**config.mk**
```make
export PLATFORM = sky130hd
export DESIGN_NAME = pulse_timer
export DESIGN_NICKNAME = d
export VERILOG_FILES = /design/src/rtl/ptmr_pkg.sv /design/src/rtl/ptmr_sync.sv /design/src/rtl/ptmr_ticks.sv /design/src/rtl/ptmr_acc.sv /design/src/rtl/ptmr_main.sv /design/src/rtl/pulse_timer.sv
export SDC_FILE = /design/constraint.sdc
export NUM_CORES = 1
export LEC_CHECK = 0
export ABC_AREA = 1
export BUFFER_PORTS_ARGS = -buffer_cell sky130_fd_sc_hd__buf_2
export CORE_MARGIN = 4
export CORE_UTILIZATION = 50
export CTS_BUF_LIST = sky130_fd_sc_hd__clkbuf_8
export DETAILED_ROUTE_END_ITERATION = 16
export GPL_TIMING_DRIVEN = 0
export PLACE_DENSITY = 0.74
export SYNTH_ARGS = -nofsm -noshare
export SYNTH_HDL_FRONTEND = slang
export SYNTH_SLANG_ARGS = --single-unit
```
**constraint.sdc**
```tcl
create_clock -name clk -period 1.8 [get_ports clk]
set_clock_uncertainty 0.15 [all_clocks]
set_input_delay 0.36 -clock clk [delete_from_list [all_inputs] [get_ports clk]]
set_output_delay 0.36 -clock clk [all_outputs]
set_load 0.01 [all_outputs]
```
**src/rtl/ptmr_pkg.sv**
```systemverilog
package ptmr_pkg;
  typedef struct packed {
    logic [2:0] ps_exp;
    logic       mod_en;
    logic       tsrc;
    logic       pol;
    logic       gated;
    logic       en;
  } ctrl_t;

  localparam logic [2:0] A_CTRL = 3'd0;
  localparam logic [2:0] A_CMP  = 3'd1;
  localparam logic [2:0] A_CLR  = 3'd2;
  localparam logic [2:0] A_TMR  = 3'd3;
  localparam logic [2:0] A_ACC  = 3'd4;
endpackage

```
**src/rtl/ptmr_sync.sv**
```systemverilog
module ptmr_sync (
  input  logic clk,
  input  logic rst,
  input  logic pin,
  output logic lvl,
  output logic rise,
  output logic fall
);
  logic s1, s2, s3;
  always_ff @(posedge clk) begin
    if (rst) begin
      s1 <= 1'b0; s2 <= 1'b0; s3 <= 1'b0;
    end else begin
      s1 <= pin; s2 <= s1; s3 <= s2;
    end
  end
  assign lvl  = s2;
  assign rise = s2 & ~s3;
  assign fall = ~s2 & s3;
endmodule

```
**src/rtl/ptmr_ticks.sv**
```systemverilog
module ptmr_ticks #(
  parameter int EXP_W    = 3,
  parameter int GATE_DIV = 64
) (
  input  logic             clk,
  input  logic             rst,
  input  logic [EXP_W-1:0] ps_exp,
  output logic             ps_tick,
  output logic             gate_tick
);
  localparam int PSC_W = (1 << EXP_W) - 1;
  localparam int GW    = $clog2(GATE_DIV);

  logic [PSC_W-1:0] psc;
  logic [PSC_W-1:0] mask;
  logic [GW-1:0]    gcnt;

  assign mask      = (PSC_W'(1) << ps_exp) - PSC_W'(1);
  assign ps_tick   = &(psc | ~mask);
  assign gate_tick = (gcnt == GW'(GATE_DIV - 1));

  always_ff @(posedge clk) begin
    if (rst) begin
      psc  <= '0;
      gcnt <= '0;
    end else begin
      psc  <= psc + PSC_W'(1);
      gcnt <= gate_tick ? '0 : gcnt + GW'(1);
    end
  end
endmodule

```
**src/rtl/ptmr_acc.sv**
```systemverilog
module ptmr_acc #(
  parameter int W = 16
) (
  input  logic         clk,
  input  logic         rst,
  input  logic         en,
  input  logic         gated,
  input  logic         pol,
  input  logic         lvl,
  input  logic         rise,
  input  logic         fall,
  input  logic         gate_tick,
  input  logic         load,
  input  logic [W-1:0] load_val,
  input  logic         clr_ovf,
  input  logic         clr_gate,
  output logic [W-1:0] cnt,
  output logic         ovf,
  output logic         gate_end,
  output logic         tick
);
  logic active, evt, trailing;

  assign active   = pol ? ~lvl : lvl;
  assign evt      = pol ? fall : rise;
  assign tick     = en & (gated ? (active & gate_tick) : evt);
  assign trailing = en & gated & (pol ? rise : fall);

  always_ff @(posedge clk) begin
    if (rst) begin
      cnt      <= '0;
      ovf      <= 1'b0;
      gate_end <= 1'b0;
    end else begin
      if (load)      cnt <= load_val;
      else if (tick) cnt <= cnt + W'(1);

      if (tick && !load && (cnt == '1)) ovf <= 1'b1;
      else if (clr_ovf)                 ovf <= 1'b0;

      if (trailing)      gate_end <= 1'b1;
      else if (clr_gate) gate_end <= 1'b0;
    end
  end
endmodule

```
**src/rtl/ptmr_main.sv**
```systemverilog
module ptmr_main #(
  parameter int W = 16
) (
  input  logic         clk,
  input  logic         rst,
  input  logic         tick,
  input  logic         mod_en,
  input  logic [W-1:0] cmp_val,
  input  logic         load,
  input  logic [W-1:0] load_val,
  input  logic         clr_ovf,
  output logic [W-1:0] cnt,
  output logic         match,
  output logic         ovf
);
  logic hit, wrap_mod;

  assign hit      = tick & (cnt == cmp_val);
  assign wrap_mod = hit & mod_en;

  always_ff @(posedge clk) begin
    if (rst) begin
      cnt   <= '0;
      match <= 1'b0;
      ovf   <= 1'b0;
    end else begin
      match <= hit & ~load;
      if (load)          cnt <= load_val;
      else if (wrap_mod) cnt <= '0;
      else if (tick)     cnt <= cnt + W'(1);

      if (tick && !load && !wrap_mod && (cnt == '1)) ovf <= 1'b1;
      else if (clr_ovf)                               ovf <= 1'b0;
    end
  end
endmodule

```
**src/rtl/pulse_timer.sv**
```systemverilog
module pulse_timer #(
  parameter int W        = 16,
  parameter int EXP_W    = 3,
  parameter int GATE_DIV = 64
) (
  input  logic         clk,
  input  logic         rst,
  input  logic         wr_en,
  input  logic [2:0]   wr_addr,
  input  logic [W-1:0] wr_data,
  input  logic         pa_pin,
  output logic [W-1:0] tmr_count,
  output logic [W-1:0] acc_count,
  output logic         cmp_match,
  output logic         tmr_ovf,
  output logic         acc_ovf,
  output logic         gate_end
);
  import ptmr_pkg::*;

  localparam int CW = $bits(ctrl_t);

  ctrl_t        ctrl_q;
  logic [W-1:0] cmp_q;
  logic         lvl, rise, fall, ps_tick, gate_tick, acc_tick, tmr_tick;
  logic         wr_clr, wr_tmr, wr_acc;

  assign wr_clr = wr_en && (wr_addr == A_CLR);
  assign wr_tmr = wr_en && (wr_addr == A_TMR);
  assign wr_acc = wr_en && (wr_addr == A_ACC);

  always_ff @(posedge clk) begin
    if (rst) begin
      ctrl_q <= '0;
      cmp_q  <= '0;
    end else if (wr_en) begin
      if (wr_addr == A_CTRL) ctrl_q <= ctrl_t'(wr_data[CW-1:0]);
      if (wr_addr == A_CMP)  cmp_q  <= wr_data;
    end
  end

  ptmr_sync u_sync (
    .clk(clk), .rst(rst), .pin(pa_pin), .lvl(lvl), .rise(rise), .fall(fall)
  );

  ptmr_ticks #(.EXP_W(EXP_W), .GATE_DIV(GATE_DIV)) u_ticks (
    .clk(clk), .rst(rst), .ps_exp(ctrl_q.ps_exp),
    .ps_tick(ps_tick), .gate_tick(gate_tick)
  );

  ptmr_acc #(.W(W)) u_acc (
    .clk(clk), .rst(rst), .en(ctrl_q.en), .gated(ctrl_q.gated), .pol(ctrl_q.pol),
    .lvl(lvl), .rise(rise), .fall(fall), .gate_tick(gate_tick),
    .load(wr_acc), .load_val(wr_data),
    .clr_ovf(wr_clr & wr_data[1]), .clr_gate(wr_clr & wr_data[2]),
    .cnt(acc_count), .ovf(acc_ovf), .gate_end(gate_end), .tick(acc_tick)
  );

  assign tmr_tick = ctrl_q.tsrc ? acc_tick : ps_tick;

  ptmr_main #(.W(W)) u_main (
    .clk(clk), .rst(rst), .tick(tmr_tick), .mod_en(ctrl_q.mod_en), .cmp_val(cmp_q),
    .load(wr_tmr), .load_val(wr_data), .clr_ovf(wr_clr & wr_data[0]),
    .cnt(tmr_count), .match(cmp_match), .ovf(tmr_ovf)
  );
endmodule

```
After elaboration in Yosys (flattened, before gate mapping):

Cells that the tools add are included.

* register bits after elaboration: 76
* input port bits: 23
* output and inout port bits: 36

* add/sub/neg operators: 5
* eq/ne operators: 8
* shifts and indexed selects: 1
* muxes and demuxes: 16
* bitwise gates (word level): 17
* reductions and logical operators: 21

Operators with widths (count)
* 2-to-1 mux 16 bit: 5
* adder 16 x 1 -> 16 bit (second input constant): 2
* == test 16 bit (second input constant): 2
* == test 16 bit: 1
* bitwise AND 1 bit: 12
* 2-to-1 mux 1 bit: 11
* logical AND 1 bit: 8
* nonzero test 2 bit: 4
* adder 7 x 1 -> 7 bit (second input constant): 1
* inverter 7 bit: 1
* bitwise OR 7 bit: 1
* AND reduction 7 bit: 1
* left shift 1 x 3 -> 7 bit (first input constant): 1
* subtractor 7 x 2 -> 7 bit (second input constant): 1
* adder 6 x 1 -> 6 bit (second input constant): 1
* == test 3 x 2 -> 1 bit (second input constant): 2
* == test 6 bit (second input constant): 1
* AND reduction 2 bit: 2
* == test 3 x 1 -> 1 bit (second input constant): 1
* == test 3 bit (second input constant): 1
* zero test 1 bit: 3
* zero test 3 bit: 1
* inverter 1 bit: 3
* nonzero test 3 bit: 1
* OR reduction 2 bit: 1

Depth between registers and ports, before layout:

Gate-level depths: netlist of the first run.

* depth after elaboration: 12
* mapped depth: 12
* mapped depth without buffers: 12

Modules after synthesis:

From an unflattened synthesis of the first run, not the netlist that was laid out.

* cells, all modules: 719
* area total of the unflattened synthesis: 4653.2 µm²

By module, submodules not included
* ptmr_main: times used 1, cells each 233, area each 1503.9 µm², sequential area each 360.3 µm²
* ptmr_acc: times used 1, cells each 226, area each 1347.5 µm², sequential area each 360.3 µm²
* pulse_timer: times used 1, cells each 162, area each 1088.5 µm², sequential area each 480.5 µm²
* ptmr_ticks: times used 1, cells each 86, area each 619.3 µm², sequential area each 260.2 µm²
* ptmr_sync: times used 1, cells each 12, area each 93.8 µm², sequential area each 60.1 µm²

Worst setup path before layout of the first run:

No wires, ideal clock.

* path type: reg2reg
* start: register u_acc.cnt[0]
* end: register u_acc.cnt[12]
* library setup time: 128 ps
* data arrival time: 1388 ps
* data required time: 1522 ps
* setup slack: 135 ps
* stages on the path, launching flop included: 9
* buffers on the path: 0
* clock period less this slack: 1665 ps
* cell sequence: dfxtp_1 ha_1 nand3_1 nor3_2 nand2_1 nor2_1 xor2_1 a21oi_1 nor2_1

* word-level cells in the longest chain between the ends: 3

RTL lines
* start, declared: RTL line ptmr_acc.sv:17 `output logic [W-1:0] cnt,`
* start signal, assigned: RTL line ptmr_acc.sv:35 `if (load) cnt <= load_val;`
* start signal, assigned: RTL line ptmr_acc.sv:36 `else if (tick) cnt <= cnt + W'(1);`
* adder 16 x 1 -> 16 bit: RTL line ptmr_acc.sv:36
* 2-to-1 mux 16 bit: RTL line ptmr_acc.sv:36
* 2-to-1 mux 16 bit: RTL line ptmr_acc.sv:35

Every way passes these cells. The select of a mux whose other input is x is not followed.
A chain may end at the register's enable or synchronous reset.

Worst setup path in the final report of the first run:

* start: register u_ticks.gcnt[0]
* end: register u_main.cnt[6]

* word-level cells in the longest chain between the ends: 9
* elaborated cells on any way between the ends: 10
* classes of those cells: eq/ne (1); mux (4); bitwise (4); reduce/logical (1)

RTL lines
* start, declared: RTL line ptmr_ticks.sv:16 `logic [GW-1:0] gcnt;`
* start signal, assigned: RTL line ptmr_ticks.sv:28 `gcnt <= gate_tick ? '0 : gcnt + GW'(1);`
* == test 6 bit *: RTL line ptmr_ticks.sv:20 `assign gate_tick = (gcnt == GW'(GATE_DIV - 1));`
* bitwise AND 1 bit *: RTL line ptmr_acc.sv:26 `assign tick = en & (gated ? (active & gate_tick) : evt);`
* 2-to-1 mux 1 bit *: RTL line ptmr_acc.sv:26
* bitwise AND 1 bit *: RTL line ptmr_acc.sv:26
* 2-to-1 mux 1 bit *: RTL line pulse_timer.sv:59 `assign tmr_tick = ctrl_q.tsrc ? acc_tick : ps_tick;`
* bitwise AND 1 bit: RTL line ptmr_main.sv:18 `assign hit = tick & (cnt == cmp_val);`
* bitwise AND 1 bit: RTL line ptmr_main.sv:19 `assign wrap_mod = hit & mod_en;`
* 2-to-1 mux 16 bit: RTL line ptmr_main.sv:29 `else if (wrap_mod) cnt <= '0;`
* 2-to-1 mux 16 bit: RTL line ptmr_main.sv:28 `if (load) cnt <= load_val;`
* end signal, assigned: RTL line ptmr_main.sv:28
* end signal, assigned: RTL line ptmr_main.sv:30 `else if (tick) cnt <= cnt + W'(1);`
* end, declared: RTL line ptmr_main.sv:12 `output logic [W-1:0] cnt,`

Mark *: on every way between the ends. The rest lies on a longest branch, timed or not.

==> flow_summary.yaml, run 1 <==
floorplanning:
  die_h_microns: 101
  core_area_sq_um: 8300
  rows: 33
  die_w_microns: 101
  io_pins: 59
  initial_core_util_pct: 51.8
  dieArea_sq_um: 10200
outcome:
  outcome: "finished with violations"
  violations: "negative setup slack"
synth:
  synth_top_family_by_area: "simple AND/OR/NAND/NOR gates"
  yosys.area_share.simple_pct: 35.9
  synth_compound_area_share_pct: 13.2
  synth_mux_area_share_pct: 0
  synthesis.nets: 678
  seq_area_frac_synth_pct: 35.4
  synth_edf_count: 0
  synth_seq_cells: 76
  synth_xor_area_share_pct: 3.87
  synth_ff_type: "dfxtp_1"
  async_reset_ff_share_pct: 0
  synth_area_per_cell_sq_um: 6.61
  synthAdderAreaFrac_pct: 1.16
  netlist-cell-type-count: 36
  netlist_area_sq_um: 4300
  syn_inst: 651
  ys.warnings.count: 0
timing:
  fin_ws_ns: -0.0305
  hold_viol: 0
  min_period_over_period_pct: 102
  fmax_ghz: 0.546
  rsz0062_at_grt: "yes"
  worst_pin_slew_ns: 0.641
  drv_slew: 0
  setup_violations: 6
  slew_headroom_pct: 57.3
  fin_crit_ns: 1.83
worst_setup_path:
  startpoint_type: "flip-flop"
  crit_family: "simple AND/OR/NAND/NOR gates"
  cp_common_cell: "nand3_4"
  path_buf_inv: 3
  ff2ff_setup_slack_ns: -0.03
  crit_type: "flip-flop to flip-flop"
  crit_chain: "ha_4, nand3_4, nor2_4, nand2_2, nand2_4, nand3_4, buf_12, buf_8, nand4_1, nand2_1, inv_1, a21oi_1"
  critPathCaptureType: "flip-flop"
  crit_path_top_delay_cell: "dfxtp_2"
  path_max_fanout: 5
  worst_path_largest_cell_delay_ns: 0.36
  cp.arrival_ns: 1.90
  timing.critical_path.required_ns: 1.87
power_and_ir_drop:
  powerDensity_nw_per_um2: 709
  p_leak_nw: 2.23
  ir_drop_v: 0.000408
worst_hold_path:
  hold_path.class: "primary input to flip-flop"
routing:
  vias_per_cell: 5.47
  drc_errors: 0
  dr.first_iter.drc_count: 269
  wirelength_mm: 12.7
  route.vias.total: 4608
  drt_pass1_iterations: 5
  routedWlPerCell_microns: 15.1
  ant_nets: 0
place:
  dp_cells: 813
  preCtsSetupSlack_ns: -0.205
  port_buffers: 57
  gp_congestion: 0.935
  hpwl_mm: 8.75
global_routing:
  grt_pass1_vias: 4240
  grt_pass1_wl_mm: 20.2
  grt_use_total_pct: 25.1
  grt_start_max_net_pins: 15
  grt_remaining_overflow: 0
  antenna_found_initial: 0
finish:
  nets: 759
  area_growth_pct: 22.4
  finalNonFillerCells: 842
  antenna_cells: 0
  drive_gt1_share_pct: 24.4
  nFillCells: 766
  final_common_cell: "nand2_1"
  final_cell_mix: "162 x nand2_1, 74 x inv_1, 73 x nor2_1, 62 x buf_2, 54 x dfxtp_1"
clock_tree:
  cts-hold-fix-buffers: 0
  clock_latency_ns: 0.36
  cts_buffers: 9
  clockBufferDepth: 2
  path_clk_slew_ns: 0.09
  cts_tree: "yes"
  clkSinkCount: 76
  root_buffer: "clkbuf_8"
  htree_levels: 3
job:
  maxCapViolations: 0
-- cells in the mapped netlist, types with 2 or more instances --
cell        n  area [sq um]
nor3_2      3          30.0
a21oi_2     2          17.5
nand3_1    17          85.1
buf_2       5          25.0
xnor2_1     6          52.6
inv_2      12          45.0
nor2_4      3          33.8
a22oi_1     5          37.5
nand2_2     5          31.3
a21oi_1    52           260
inv_1      76           285
xor2_1     13           114
clkbuf_1   10          37.5
nand3_2     2          20.0
nor3_1      7          35.0
nor2_2      6          37.5
a31oi_1     6          37.5
nor2_1     76           285
nand4_1    39           244
nand2_1   167           627
dfxtp_1    76          1520
ha_1        4          50.1
o21ai_0    42           210
nand3b_1    2          15.0
nand3_4     2          35.0
buf_4       3          22.5
-- worst register-to-register path, cell delays in order, from the launching register on --
cell and delay (ns):
dfxtp_2 0.36, ha_4 0.15, nand3_4 0.09, nor2_4 0.12, nand2_2 0.07, nand2_4 0.08, nand3_4 0.12, buf_12 0.18
buf_8 0.12, nand4_1 0.06, nand2_1 0.05, inv_1 0.07, a21oi_1 0.07
-- where the power goes --
group          internal, mW  switching (mW)
Clock                 0.645           0.714
Sequential             1.74          0.0706
Combinational         0.222           0.339
-- routing by layer --
| metal | track usage [%] | routed length (microns) |
|---|---|---|
| met1 | 32.8 | 5460 |
| met2 | 40.1 | 5830 |
| met3 | 4.43 | 1130 |
| met4 | 11.6 | 321 |
| met5 | 0 | 0 |
-- kinds of logic (layout without fill, tap and decap cells) --
group                      Yosys count  count (layout)
buffers and inverters              109             195
AOI/OAI and AO/OA                  108             108
and+or+nand+nor                    335             335
DFF                                 76              76
xor gates and xnor gates            19              19
adders and majority gates            4               4
-- final cells by class --
cell class              instances  area, sq um  area share [%]
repair buffers                 71          468            8.88
multi-input cells             466         2460            46.6
inverters                      88          340            6.46
clock inverters                 7         75.1            1.42
flip-flops and latches         76         1550            29.5
clock buffers                   9          124            2.35
plain buffers                  20          120            2.28
well taps                     105          131            2.49
-- metrics by stage --
| step | cell area [sq um] | TNS [ns] | power [mW] | hold WS (ns) | util (%) |
|---|---|---|---|---|---|
| 2_1_floorplan | 4300 | 0 | 2.15 | 0.238 | - |
| 3_3_place_gp | 4720 | -2.87 | 2.31 | 0.243 | 56.9 |
| 3_5_place_dp | 4720 | -3.65 | 2.32 | 0.252 | 56.9 |
| 4_1_cts | 5190 | -0.236 | 3.74 | 0.0337 | 62.6 |
| 5_1_grt | 5270 | -1.50 | 3.88 | 0.0503 | 63.5 |
| 6_report | 5270 | -0.0774 | 3.73 | 0.0434 | 63.5 |
-- state kept, by name, summed over array words and instances, names as in the netlist, 6 cells and up --
register and cells:
u_ticks.gcnt 6, cmp_q 16, u_acc.cnt 16, ctrl_q 8, u_main.cnt 16, u_ticks.psc 7
-- path summary, 6_finish.rpt --
kind                              start                         end  cells after the start
min                              pa_pin        u_sync.s1$_SDFF_PP0_                      3
min reg2reg        u_sync.s1$_SDFF_PP0_       u_sync.lvl$_SDFF_PP0_                      2
max reg2reg  u_ticks.gcnt[0]$_SDFF_PP0_  u_main.cnt[6]$_SDFFE_PP0P_                     12
max          u_ticks.gcnt[0]$_SDFF_PP0_  u_main.cnt[6]$_SDFFE_PP0P_                     12
-- timing repair --
item | in CTS | in global routing
pin swaps | 17 | 16
resized for setup | 34 | 38
buffers inserted | 11 | 2
setup endpoints to repair | 28 | 34
gates cloned | 2 | 0
(Power assumes the default switching activity.)
==> run 2, diff against run 1 <==
--- a/config.mk
+++ b/config.mk
@@ -9,7 +9,6 @@
 export BUFFER_PORTS_ARGS = -buffer_cell sky130_fd_sc_hd__buf_2
 export CORE_MARGIN = 4
 export CORE_UTILIZATION = 50
-export CTS_BUF_LIST = sky130_fd_sc_hd__clkbuf_8
 export DETAILED_ROUTE_END_ITERATION = 16
 export GPL_TIMING_DRIVEN = 0
 export PLACE_DENSITY = 0.74
==> constraint.sdc (replaced) <==
create_clock -name clk -period 1.8 [get_ports clk]
set_clock_uncertainty 0.15 [all_clocks]
set_input_delay 0.36 -clock clk [delete_from_list [all_inputs] [get_ports clk]]
set_output_delay 0.36 -clock clk [all_outputs]
set_load 0.1 [all_outputs]
==> flow_summary.yaml, run 2 (synthesis gave the netlist of run 1 again) <==
timing:
  worst_pin_slew_ns: 0.639
  slew_headroom_pct: 57.4
  hold_viol: 0
  drv_slew: 0
  setup_violations: 0
  fin_hold_ws_ns: 0.0592
  fin_crit_ns: 1.78
  min_period_over_period_pct: 98.9
  fmax_ghz: 0.562
  finalSetupTns_ns: 0
  rsz0062_at_grt: "yes"
routing:
  ant_nets: 0
  drt_pass1_iterations: 11
  drc_errors: 0
  wirelength_mm: 12.1
  route.vias.total: 4578
  routedWlPerCell_microns: 14.4
  vias_per_cell: 5.45
  dr.first_iter.drc_count: 294
global_routing:
  grt_remaining_overflow: 0
  use_met1_pct: 34.7
  grt_pass1_wl_mm: 19.8
  grt_use_total_pct: 24.4
  grt_start_max_net_pins: 14
  grt_pass1_vias: 4102
  grt.busiest_layer: "met2"
  use_met3_pct: 3.88
  antenna_found_initial: 0
  met2_usage_pct: 37.0
worst_setup_path:
  timing.critical_path.required_ns: 1.93
  reg2reg_to: "u_main.ovf$_SDFFE_PP0P_"
  ff2ff_setup_slack_ns: 0.02
  crit_start: "u_ticks.gcnt[1]$_SDFF_PP0_"
  r2r_start: "u_ticks.gcnt[1]$_SDFF_PP0_"
  endpoint: "u_main.ovf$_SDFFE_PP0P_"
  critPathCaptureType: "flip-flop"
  path_max_fanout: 5
  startpoint_type: "flip-flop"
  crit_type: "flip-flop to flip-flop"
  cp.arrival_ns: 1.91
  reg2reg_depth: 10
floorplanning:
  die_w_microns: 101
  die_h_microns: 101
  initial_core_util_pct: 51.8
  rows: 33
  dieArea_sq_um: 10200
  io_pins: 59
  core_area_sq_um: 8300
power_and_ir_drop:
  p_switching_mw: 1.26
  p_leak_nw: 2.21
  swShare_pct: 31.8
  powerDensity_nw_per_um2: 746
  ir_drop_v: 0.000325
  power_frac_clock_pct: 36.2
  p_total_mw: 3.94
  intPower_mw: 2.69
  comb_power_share_pct: 18.3
  seqPwrFrac_pct: 45.5
clock_tree:
  cts_tree: "yes"
  root_buffer: "clkbuf_8"
  cts-hold-fix-buffers: 0
  cts_buffers: 9
  clockBufferDepth: 2
  path_clk_slew_ns: 0.08
  htree_levels: 3
  clock_latency_ns: 0.36
  clkSinkCount: 76
finish:
  antenna_cells: 0
  final_common_cell: "nand2_1"
  design_area_sq_um: 5290
  nets: 757
  final_cell_mix: "164 x nand2_1, 75 x inv_1, 72 x nor2_1, 61 x buf_2, 46 x a21oi_1"
  drive_gt1_share_pct: 25.3
  nFillCells: 776
  reg_top3: "cmp_q: 16 flops, u_acc.cnt: 16 flops, u_main.cnt: 16 flops"
  finalNonFillerCells: 840
  area_growth_pct: 22.9
worst_hold_path:
  hold_path.class: "primary input to flip-flop"
place:
  port_buffers: 57
  placed_area_sq_um: 4850
  gp_congestion: 0.885
  dp_cells: 813
  hpwl_mm: 8.95
job:
  maxCapViolations: 0
outcome:
  outcome: "finished clean"
run 2: how the worst min path moves through the flow:
stage | startpoint | end | slack, ns | cells after the start
global placement | u_sync.s1$_SDFF_PP0_ | u_sync.lvl$_SDFF_PP0_ | 0.24 | 2
finish | pa_pin | u_sync.s1$_SDFF_PP0_ | 0.06 | 3
detailed placement | u_sync.s1$_SDFF_PP0_ | u_sync.lvl$_SDFF_PP0_ | 0.25 | 2
floorplan | u_sync.s1$_SDFF_PP0_ | u_sync.lvl$_SDFF_PP0_ | 0.24 | 2
global route | pa_pin | u_sync.s1$_SDFF_PP0_ | 0.06 | 3
CTS | pa_pin | u_sync.s1$_SDFF_PP0_ | 0.05 | 3
run 2: layer usage:
metal | share of wire [%] | wire length, microns
met3 | 8.5 | 1030
met1 | 45 | 5440
met4 | 2.8 | 342
met2 | 44 | 5320
met5 | 0 | 0
run 2: timing repair:
| action | CTS | global route |
|---|---|---|
| setup buffers | 8 | 2 |
| resized for setup | 14 | 20 |
| pin swaps | 13 | 12 |
| setup endpoints to repair | 31 | 30 |
| gates cloned | 0 | 1 |
run 2: power groups by stage:
stage | clock network, mW | registers (mW) | logic, mW
floorplan | 0 | 2.02 | 0.307
global placement | 0 | 1.82 | 0.647
finish | 1.43 | 1.79 | 0.723
global route | 1.50 | 1.81 | 0.778
CTS | 1.43 | 1.79 | 0.683
detailed placement | 0 | 1.83 | 0.659
run 2: cell type report:
cell class              count  area [sq um]  share of cell area (%)
clock buffers              14           206                    3.90
clock inverters             2          11.3                   0.213
multi-input cells         466          2450                    46.4
flip-flops and latches     76          1630                    30.8
plain buffers              21           130                    2.46
well taps                 105           131                    2.48
repair buffers             68           393                    7.43
inverters                  88           333                    6.29
run 2: stage by stage:
stage | utilization (%) | setup WS, ns
after floorplan | - | -0.0360
after global placement | 58.5 | -0.149
after detailed placement | 58.5 | -0.156
after CTS | 62.5 | -0.0212
after global routing | 63.7 | -0.0420
final | 63.7 | 0.0200
run 2: worst max-delay path: stages (launching register included):
cell and delay (ns):
dfxtp_2 0.37, ha_4 0.16, nand3_4 0.09, nor2_4 0.11
nand2_2 0.07, nand2_4 0.08, nand3_4 0.14, nand2_8 0.13
buf_12 0.12, nand4_1 0.12, a21oi_1 0.16
==> run 3, diff against run 2 <==
--- a/config.mk
+++ b/config.mk
@@ -11,7 +11,7 @@
 export CORE_UTILIZATION = 50
 export DETAILED_ROUTE_END_ITERATION = 16
 export GPL_TIMING_DRIVEN = 0
-export PLACE_DENSITY = 0.74
+export PLACE_DENSITY = 0.83
 export SYNTH_ARGS = -nofsm -noshare
 export SYNTH_HDL_FRONTEND = slang
 export SYNTH_SLANG_ARGS = --single-unit
==> flow_summary.yaml, run 3 (synthesis gave the netlist of run 1 again) <==
outcome:
  outcome: "finished clean"
worst_setup_path:
  cp_common_cell: "nand3_4"
  startpoint_type: "flip-flop"
  path_buf_inv: 1
  crit_chain: "ha_4, nand3_4, nor2_4, nand2_2, nand2_4, nand3_4, nand2_8, buf_12, nand4_1, a21oi_1"
  critPathCaptureType: "flip-flop"
  reg2reg_depth: 10
  worst_path_largest_cell_delay_ns: 0.36
  worst-path-stages: 10
  crit_family: "simple AND/OR/NAND/NOR gates"
  endpoint: "u_main.ovf$_SDFFE_PP0P_"
  path_max_fanout: 7
  crit_start: "u_ticks.gcnt[0]$_SDFF_PP0_"
  ff2ff_setup_slack_ns: 0.04
  cp.arrival_ns: 1.90
  crit_path_top_delay_cell: "dfxtp_2"
  timing.critical_path.required_ns: 1.93
  reg2reg_to: "u_main.ovf$_SDFFE_PP0P_"
  r2r_start: "u_ticks.gcnt[0]$_SDFF_PP0_"
  crit_type: "flip-flop to flip-flop"
place:
  preCtsSetupSlack_ns: -0.154
  gp_congestion: 0.922
  dp_cells: 813
  hpwl_mm: 9.10
  port_buffers: 57
routing:
  drt_pass1_iterations: 5
  route.vias.total: 4724
  wirelength_mm: 12.7
  ant_nets: 0
  routedWlPerCell_microns: 15.0
  drc_errors: 0
  vias_per_cell: 5.56
  dr.first_iter.drc_count: 293
clock_tree:
  cts_tree: "yes"
  root_buffer: "clkbuf_8"
  cts_buffers: 9
  clkSinkCount: 76
  cts-hold-fix-buffers: 0
  clockBufferDepth: 2
  clock_latency_ns: 0.36
  path_clk_slew_ns: 0.08
  htree_levels: 3
finish:
  drive_gt1_share_pct: 26.7
  nFillCells: 717
  regArea_sq_um: 1630
  antenna_cells: 0
  finalNonFillerCells: 849
  area_growth_pct: 25.7
  final_cell_mix: "164 x nand2_1, 75 x inv_1, 73 x nor2_1, 61 x buf_2, 45 x a21oi_1"
  nets: 766
  final_common_cell: "nand2_1"
  reg_top3: "cmp_q: 16 flops, u_acc.cnt: 16 flops, u_main.cnt: 16 flops"
  multi_input_area_sq_um: 2490
global_routing:
  grt_remaining_overflow: 0
  grt_use_total_pct: 25.1
  grt_pass1_vias: 4419
  antenna_found_initial: 0
  grt_pass1_wl_mm: 20.6
  grt_start_max_net_pins: 14
timing:
  fmax_ghz: 0.567
  fin_crit_ns: 1.76
  rsz0062_at_grt: "yes"
  slew_headroom_pct: 58.1
  hold_viol: 0
  drv_slew: 0
  setup_violations: 0
  fin_hold_ws_ns: 0.0464
  min_period_over_period_pct: 98.0
  worst_pin_slew_ns: 0.629
  fin_ws_ns: 0.0357
power_and_ir_drop:
  seqPwrFrac_pct: 45.8
  power_frac_clock_pct: 35.0
  p_switching_mw: 1.27
  swShare_pct: 32.3
  intPower_mw: 2.66
  comb_power_share_pct: 19.2
  ir_drop_v: 0.000357
  powerDensity_nw_per_um2: 726
  p_leak_nw: 2.26
floorplanning:
  rows: 33
  core_area_sq_um: 8300
  die_w_microns: 101
  initial_core_util_pct: 51.8
  dieArea_sq_um: 10200
  io_pins: 59
  die_h_microns: 101
job:
  maxCapViolations: 0
worst_hold_path:
  hold_path.class: "primary input to flip-flop"
[run 3: how the worst min path moves through the flow]
| stage | startpoint | to | slack [ns] | cells past startpoint |
|---|---|---|---|---|
| after floorplan | u_sync.s1$_SDFF_PP0_ | u_sync.lvl$_SDFF_PP0_ | 0.24 | 2 |
| after global placement | u_sync.s1$_SDFF_PP0_ | u_sync.lvl$_SDFF_PP0_ | 0.24 | 2 |
| after detailed placement | u_sync.s1$_SDFF_PP0_ | u_sync.lvl$_SDFF_PP0_ | 0.25 | 2 |
| after CTS | pa_pin | u_sync.s1$_SDFF_PP0_ | 0.04 | 3 |
| after global routing | pa_pin | u_sync.s1$_SDFF_PP0_ | 0.05 | 3 |
| final | pa_pin | u_sync.s1$_SDFF_PP0_ | 0.05 | 3 |
[run 3: through the flow]
stage	setup TNS, ns	utilization (%)	area (sq um)	total power [mW]
floorplan	-0.0360	-	4440	2.32
finish	0	65.2	5410	3.93
CTS	0	62.9	5220	3.88
detailed placement	-3.26	58.5	4850	2.49
global route	-0.418	65.2	5410	4.09
global placement	-1.50	58.5	4850	2.47
[run 3: cell type report]
type                       count  share of cell area, %
multi-input combinational    466                   46.0
sequential                    76                   30.2
timing repair buffer          78                   8.97
inverter                      88                   6.27
clock buffer                  14                   3.61
tap                          105                   2.43
buffer                        20                   2.27
clock inverter                 2                  0.231
[run 3: power by group through the flow]
stage                     sequential, mW  combinational (mW)  clock, mW
after floorplan                     2.02               0.307          0
after global placement              1.82               0.645          0
after detailed placement            1.83               0.661          0
after CTS                           1.79               0.707       1.38
after global routing                1.81               0.810       1.47
final                               1.80               0.754       1.38
[run 3: timing repair]
item	in CTS	in global routing
gates cloned	1	2
endpoints found under the setup margin	30	34
gates resized for setup	16	36
setup buffers	10	8
pin swaps	11	25
[run 3: tightest hold or removal path: cells and delay by family]
kind	cells	cell delay [ns]
buffers and inverters	2	0.13
AND/OR/NAND/NOR	1	0.03
[run 3: per-layer routing]
| metal | GRT usage [%] | part of all wire [%] |
|---|---|---|
| met5 | 0 | 0 |
| met1 | 31.5 | 40 |
| met2 | 41.7 | 48 |
| met4 | 11.0 | 3.6 |
| met3 | 4.98 | 8.1 |
